File: config.mk
export PLATFORM = sky130hd
export DESIGN_NAME = rewind_fifo
export DESIGN_NICKNAME = d
export VERILOG_FILES = /design/src/rtl/rewind_fifo_pkg.sv /design/src/rtl/rf_mode_latch.sv /design/src/rtl/rf_wr_ctrl.sv /design/src/rtl/rf_storage.sv /design/src/rtl/rf_rd_ctrl.sv /design/src/rtl/rewind_fifo.sv
export SDC_FILE = /design/constraint.sdc
export NUM_CORES = 1
export LEC_CHECK = 0
export ABC_AREA = 0
export BUFFER_PORTS_ARGS = -buffer_cell sky130_fd_sc_hd__buf_4
export CAP_MARGIN = 20
export CORE_MARGIN = 5
export CORE_UTILIZATION = 64
export CTS_BUF_LIST = sky130_fd_sc_hd__clkbuf_2
export DETAILED_ROUTE_END_ITERATION = 10
export GPL_ROUTABILITY_DRIVEN = 0
export PLACE_DENSITY_LB_ADDON = 0.25
export SETUP_SLACK_MARGIN = 0.4
export SYNTH_ARGS = -nofsm -noshare
export SYNTH_HDL_FRONTEND = slang
export SYNTH_HIERARCHICAL = 1
export SYNTH_SLANG_ARGS = --single-unit
File: constraint.sdc
create_clock -name clk -period 3.64 [get_ports clk]
set_clock_uncertainty 0.05 [all_clocks]
set_input_delay 0.182 -clock clk [delete_from_list [all_inputs] [get_ports clk]]
set_output_delay 0.182 -clock clk [all_outputs]
set_load 0.05 [all_outputs]
File: src/rtl/rewind_fifo_pkg.sv
package rewind_fifo_pkg;

    typedef enum logic {
        ST_RUN     = 1'b0,
        ST_RECOVER = 1'b1
    } rd_state_e;

    typedef struct packed {
        logic fwft;
        logic rt_normal;
    } mode_t;

endpackage

File: src/rtl/rf_mode_latch.sv
module rf_mode_latch
    import rewind_fifo_pkg::*;
(
    input  logic  clk,
    input  logic  mrst,
    input  logic  sel_fwft,
    input  logic  sel_rt_normal,
    output mode_t mode
);

    always_ff @(posedge clk) begin
        if (mrst) begin
            mode.fwft      <= sel_fwft;
            mode.rt_normal <= sel_rt_normal;
        end
    end

    assert_mode_hold_R2: assert property (@(posedge clk) disable iff (mrst)
        1'b1 |=> $stable(mode));

endmodule

File: src/rtl/rf_wr_ctrl.sv
module rf_wr_ctrl #(
    parameter int ADDR_W = 4,
    localparam int PTR_W = ADDR_W + 1
) (
    input  logic             clk,
    input  logic             mrst,
    input  logic             wr_en,
    input  logic             full,
    output logic             we,
    output logic [PTR_W-1:0] wptr
);

    assign we = wr_en && !full;

    always_ff @(posedge clk) begin
        if (mrst) begin
            wptr <= '0;
        end else if (we) begin
            wptr <= wptr + PTR_W'(1);
        end
    end

    assert_no_overflow_R3: assert property (@(posedge clk) disable iff (mrst)
        (wr_en && full) |=> $stable(wptr));

endmodule

File: src/rtl/rf_storage.sv
module rf_storage #(
    parameter int DATA_W = 8,
    parameter int ADDR_W = 4,
    localparam int DEPTH = 1 << ADDR_W
) (
    input  logic              clk,
    input  logic              we,
    input  logic [ADDR_W-1:0] waddr,
    input  logic [DATA_W-1:0] wdata,
    input  logic [ADDR_W-1:0] raddr,
    output logic [DATA_W-1:0] rdata
);

    logic [DATA_W-1:0] cells [DEPTH];

    always_ff @(posedge clk) begin
        if (we) begin
            cells[waddr] <= wdata;
        end
    end

    assign rdata = cells[raddr];

endmodule

File: src/rtl/rf_rd_ctrl.sv
module rf_rd_ctrl
    import rewind_fifo_pkg::*;
#(
    parameter int DATA_W = 8,
    parameter int ADDR_W = 4,
    localparam int PTR_W = ADDR_W + 1
) (
    input  logic              clk,
    input  logic              mrst,
    input  mode_t             mode,
    input  logic              rd_en,
    input  logic              rewind,
    input  logic              occ_nz,
    input  logic              wptr_nz,
    input  logic [DATA_W-1:0] mem_q,
    output logic [ADDR_W-1:0] raddr,
    output logic [PTR_W-1:0]  rptr,
    output logic [DATA_W-1:0] rd_data,
    output logic              empty,
    output logic              out_ready
);

    rd_state_e         state, state_n;
    logic [PTR_W-1:0]  rptr_n;
    logic [DATA_W-1:0] data_n;
    logic              valid, valid_n;

    assign raddr = rewind ? '0 : rptr[ADDR_W-1:0];

    // next-state and datapath decisions
    always_comb begin
        state_n = state;
        rptr_n  = rptr;
        data_n  = rd_data;
        valid_n = valid;
        if (rewind) begin
            if (mode.rt_normal) begin
                state_n = ST_RECOVER;
                rptr_n  = '0;
                valid_n = 1'b0;
            end else begin
                state_n = ST_RUN;
                if (wptr_nz) begin
                    rptr_n  = PTR_W'(1);
                    data_n  = mem_q;
                    valid_n = 1'b1;
                end else begin
                    rptr_n  = '0;
                    valid_n = 1'b0;
                end
            end
        end else begin
            unique case (state)
                ST_RECOVER: state_n = ST_RUN;
                ST_RUN: begin
                    if (mode.fwft) begin
                        if (!valid || rd_en) begin
                            if (occ_nz) begin
                                data_n  = mem_q;
                                rptr_n  = rptr + PTR_W'(1);
                                valid_n = 1'b1;
                            end else begin
                                valid_n = 1'b0;
                            end
                        end
                    end else if (rd_en && occ_nz) begin
                        data_n = mem_q;
                        rptr_n = rptr + PTR_W'(1);
                    end
                end
                default: state_n = ST_RUN;
            endcase
        end
    end

    // state register
    always_ff @(posedge clk) begin
        if (mrst) begin
            state   <= ST_RUN;
            rptr    <= '0;
            rd_data <= '0;
            valid   <= 1'b0;
        end else begin
            state   <= state_n;
            rptr    <= rptr_n;
            rd_data <= data_n;
            valid   <= valid_n;
        end
    end

    // flag outputs
    always_comb begin
        if (mode.fwft) begin
            empty     = !valid;
            out_ready = valid;
        end else begin
            empty     = (state == ST_RECOVER) || !occ_nz;
            out_ready = 1'b0;
        end
    end

    assert_no_underflow_R4: assert property (@(posedge clk) disable iff (mrst)
        (!rewind && !occ_nz) |=> $stable(rptr));

    assert_rewind_home_R6: assert property (@(posedge clk) disable iff (mrst)
        (rewind && mode.rt_normal) |=> (rptr == '0 && state == ST_RECOVER));

    assert_std_recover_empty_R7: assert property (@(posedge clk) disable iff (mrst)
        (rewind && mode.rt_normal && !mode.fwft) |=> empty);

    assert_fwft_recover_R9: assert property (@(posedge clk) disable iff (mrst)
        (rewind && mode.rt_normal && mode.fwft) |=> !out_ready);

    assert_fwft_zero_ready_R10: assert property (@(posedge clk) disable iff (mrst)
        (rewind && !mode.rt_normal && mode.fwft && wptr_nz) |=> out_ready);

    assert_rewind_wins_R11: assert property (@(posedge clk) disable iff (mrst)
        (rewind && rd_en && mode.rt_normal) |=> $stable(rd_data));

endmodule

File: src/rtl/rewind_fifo.sv
module rewind_fifo
    import rewind_fifo_pkg::*;
#(
    parameter int DATA_W = 8,
    parameter int ADDR_W = 4
) (
    input  logic              clk,
    input  logic              mrst,
    input  logic              sel_fwft,
    input  logic              sel_rt_normal,
    input  logic              wr_en,
    input  logic [DATA_W-1:0] wr_data,
    input  logic              rd_en,
    input  logic              rewind,
    output logic [DATA_W-1:0] rd_data,
    output logic              empty,
    output logic              out_ready,
    output logic              full
);

    localparam int PTR_W = ADDR_W + 1;
    localparam int DEPTH = 1 << ADDR_W;
    localparam logic [PTR_W-1:0] FULL_CNT = PTR_W'(DEPTH);

    mode_t             mode;
    logic              we;
    logic [PTR_W-1:0]  wptr, rptr, occ;
    logic [ADDR_W-1:0] raddr;
    logic [DATA_W-1:0] mem_q;

    assign occ  = wptr - rptr;
    assign full = (occ == FULL_CNT);

    rf_mode_latch u_mode (
        .clk           (clk),
        .mrst          (mrst),
        .sel_fwft      (sel_fwft),
        .sel_rt_normal (sel_rt_normal),
        .mode          (mode)
    );

    rf_wr_ctrl #(.ADDR_W(ADDR_W)) u_wr (
        .clk   (clk),
        .mrst  (mrst),
        .wr_en (wr_en),
        .full  (full),
        .we    (we),
        .wptr  (wptr)
    );

    rf_storage #(.DATA_W(DATA_W), .ADDR_W(ADDR_W)) u_mem (
        .clk   (clk),
        .we    (we),
        .waddr (wptr[ADDR_W-1:0]),
        .wdata (wr_data),
        .raddr (raddr),
        .rdata (mem_q)
    );

    rf_rd_ctrl #(.DATA_W(DATA_W), .ADDR_W(ADDR_W)) u_rd (
        .clk       (clk),
        .mrst      (mrst),
        .mode      (mode),
        .rd_en     (rd_en),
        .rewind    (rewind),
        .occ_nz    (occ != '0),
        .wptr_nz   (wptr != '0),
        .mem_q     (mem_q),
        .raddr     (raddr),
        .rptr      (rptr),
        .rd_data   (rd_data),
        .empty     (empty),
        .out_ready (out_ready)
    );

    assert_wptr_kept_R6: assert property (@(posedge clk) disable iff (mrst)
        (rewind && !wr_en) |=> $stable(wptr));

    assert_reset_flags_R1: assert property (@(posedge clk)
        mrst |=> (empty && !out_ready && !full));

endmodule

==> results.sh <==
export IMPL_outcome="completed"
export IMPL_async_flop_share_pct=0
export IMPL_critical_path_top_delay_family="simple AND/OR/NAND/NOR gates"
export IMPL_worstPathArrival_ps=3360
export IMPL_syn_inst=353
export IMPL_worst_endpoint_required_ps=3930
export IMPL_grt_pass1_wl_um=18850
export IMPL_synth_top_area_cell="edfxtp_1"
export IMPL_synth_seq_area_share_pct=68.53
export IMPL_die_x_um=109.1
export IMPL_cts_tree="done"
export IMPL_drv_slew=0
export IMPL_cts_htree_levels=4
export IMPL_viasPerCell=6.118
export IMPL_start_util_pct=64.86
export IMPL_setup_viol=0
export IMPL_drv_cap=0
export IMPL_drc=0
export IMPL_grt_max_degree=33
export IMPL_irDropWorstVdd_mv=0.3563
export IMPL_met3_length_um=804
export IMPL_p_leak_nw=2.363
export IMPL_slowest_delay_ps=570
export IMPL_synth_compound_area_share_pct=4.661
export IMPL_avgSynthCellArea_um2=17.79
export IMPL_clock_insertion_delay_worst_skew_ps=670
export IMPL_ios=26
export IMPL_synth_top_area_share_pct=62.15
export IMPL_met2_length_um=6339
export IMPL_crit_fanout=8
export IMPL_cp_slowest_cell="or3b_2"
export IMPL_hold_viol=0
export IMPL_synth_edf_count=130
export IMPL_rsz0062_at_grt="no"
export IMPL_io_buffers=25
export IMPL_root_buffer="clkbuf_2"
export IMPL_critPathCaptureType="register"
export IMPL_grt_pass1_vias=3411
export IMPL_powerDensity_nw_per_um2=451.1
export IMPL_hold_slack_ps=183.1
export IMPL_diodes=0
export IMPL_yosys_warnings=6
export IMPL_period_share_pct=84.49
export IMPL_vias=3383
export IMPL_clock_sinks=150
export IMPL_synthMuxAreaShare_pct=14.26
export IMPL_coreArea_um2=9684
export IMPL_crit_buf_inv=1
export IMPL_syn_num_nets=374
export IMPL_clk_path_buf_depth=2
export IMPL_post_drt_wl_per_cell_um=22.22
export IMPL_route_antenna_remaining_nets=0
export IMPL_start_kind="register"
export IMPL_synth_xor_area_share_pct=1.195
export IMPL_max_freq_mhz=325.1
export IMPL_synthAdderAreaFrac_pct=1.195
export IMPL_fillCellCount=615
export IMPL_tightest_slew_ps=797.0
export IMPL_dp_hpwl_um=8027
export IMPL_area_growth_syn_to_layout_pct=11.49
export IMPL_wl_um=12290
export IMPL_drtPass1Iterations=5
export IMPL_timing_final_crit_period_ps=3076
export IMPL_grt_use_total_pct=22.46
export IMPL_rows=36
export IMPL_dieArea_um2=11900
export IMPL_grt_ovfl_total=0
export IMPL_yosys_top_cells_area="edfxtp_1, mux4_2, dfxtp_1"
export IMPL_yosys_top_cells_count="edfxtp_1, dfxtp_1, nand2b_1, nor2_1, mux4_2"
export IMPL_synth_top_family_by_area="multiplexers"
export IMPL_crit_chain="inv_1 > ha_1 > and3b_1 > o211a_1 > o2111a_1 > nor2b_4 > or3b_2 > nor3_4"
export IMPL_dr_first_iter_drc_count=241
export IMPL_highest_signal_layer="met4"
export IMPL_clkTransAtPathRegs_ps=200
export IMPL_yosys_most_used_dff="edfxtp_1"
export IMPL_finalSetupTns_ps=0
export IMPL_die_h_um=109.1
export IMPL_yosys_area_share_simple_pct=7.769
export IMPL_relSlewSlack_pct=46.67
export IMPL_critPathKind="reg -> reg"
export IMPL_syn_area_um2=6281
export IMPL_drive_gt1_share_pct=23.57
export IMPL_ys_types=50
export IMPL_nNetsFinal=428
export IMPL_ys_seq_elements=150
export IMPL_hold_class="in -> reg"
export IMPL_synth_most_common_cell="edfxtp_1"
export IMPL_met1Wirelength_um=4910
export IMPL_cts_inserted_buffers=17
export IMPL_antenna_found_initial=0
[flip-flops by register name, indices dropped and copies added (netlist names)]
| name | cells |
|---|---|
| u_rd/state | 1 |
| u_rd/rd_data | 8 |
| u_rd/rptr | 5 |
| u_mode/mode | 2 |
| u_mem/cells | 128 |
| u_rd/valid | 1 |
| u_wr/wptr | 5 |
[stage by stage]
step / instances / cell area, um^2 / utilization [%] / power, W / setup slack, ps
after floorplan: 353 / 6286 / - / 0.002217 / 386.2
after global placement: 504 / 6603 / 68.18 / 0.002323 / 421.8
after detailed placement: 504 / 6603 / 68.18 / 0.002335 / 353.3
after CTS: 552 / 6994 / 72.22 / 0.003175 / 409.3
after global routing: 553 / 7003 / 72.31 / 0.003295 / 398.2
final: 553 / 7003 / 72.31 / 0.003159 / 564.4
[layout make-up]
cell class / count / area [um^2] / area share (%)
clock buffer: 18 / 90.09 / 1.286
sequential: 150 / 4305 / 61.48
tap: 133 / 166.4 / 2.376
multi-input combinational: 180 / 1853 / 26.46
timing repair buffer: 50 / 427.9 / 6.110
inverter: 8 / 30.03 / 0.4288
clock inverter: 14 / 130.1 / 1.858
[layout by cell type, fill, tap and decap left out, types with 2 or more instances in the layout]
master	instances
a21oi_1	5
a22oi_1	16
buf_4	33
clkbuf_2	18
clkinv_4	5
clkinvlp_4	4
dfxtp_1	19
dlygate4sd3_1	16
edfxtp_1	130
ha_1	6
inv_1	8
inv_6	2
mux2_1	2
mux2i_1	10
mux4_1	14
mux4_2	18
nand2_1	12
nand2b_1	20
nand3_1	2
nand3b_1	4
nand4_1	2
nor2_1	18
nor2_2	2
nor2b_1	5
nor2b_4	3
nor3_1	6
nor4_1	2
o211ai_1	2
o21ai_0	2
xnor2_1	2
xor2_1	4
[timing repair]
action | 4_1_cts | 5_1_grt
hold buffers | 16 | 0
hold endpoints to repair | 152 | 0
endpoints found under the setup margin | 24 | 82
setup buffers | 0 | 1
pin swaps | 0 | 0
cloned | 0 | 0
gates resized for setup | 3 | 1
[worst paths after layout]
path | from | slack [ps] | cells after the start | endpoint
setup / recovery | u_rd/rptr[2]$_SDFFE_PP0P_ | 560 | 8 | u_mem/cells[0][5]$_DFFE_PP_
hold / removal | sel_fwft | 180 | 2 | u_mode/mode[1]$_DFFE_PP_
hold reg to reg | u_rd/rd_data[5]$_SDFFE_PP0P_ | 440 | 2 | u_rd/rd_data[5]$_SDFFE_PP0P_
setup reg to reg | u_rd/rptr[2]$_SDFFE_PP0P_ | 560 | 8 | u_mem/cells[0][5]$_DFFE_PP_
[worst register-to-register path: stages (launching register included)]
cell and delay (ps):
dfxtp_1 440, inv_1 60, ha_1 340, and3b_1 200, o211a_1 220, o2111a_1 280
nor2b_4 220, or3b_2 570, nor3_4 360
[routing by layer]
| metal | GRT usage [%] | vias to the layer above |
|---|---|---|
| li1 | - | 1521 |
| met4 | 6.222 | 0 |
| met3 | 5.625 | 23 |
| met2 | 38.11 | 141 |
| met1 | 29.08 | 1698 |
| met5 | 0 | - |
[report_power, final]
part           switching, W  total [W]  internal (W)
combinational      0.000226   0.000392      0.000166
clock              0.000586   0.000839      0.000253
sequential        0.0000233    0.00193       0.00190
total              0.000835    0.00316       0.00232
[cells by family (layout without fill, tap and decap cells)]
family                   count (synthesis)  count (layout)
flip-flops                             150             150
AND/OR/NAND/NOR                         87              87
multiplexers                            44              44
AO/OA/AOI/OAI                           36              36
buffers and inverters                   23              90
XOR/XNOR                                 7               7
adder cells (fa/ha/maj)                  6               6
(Power assumes the default switching activity.)
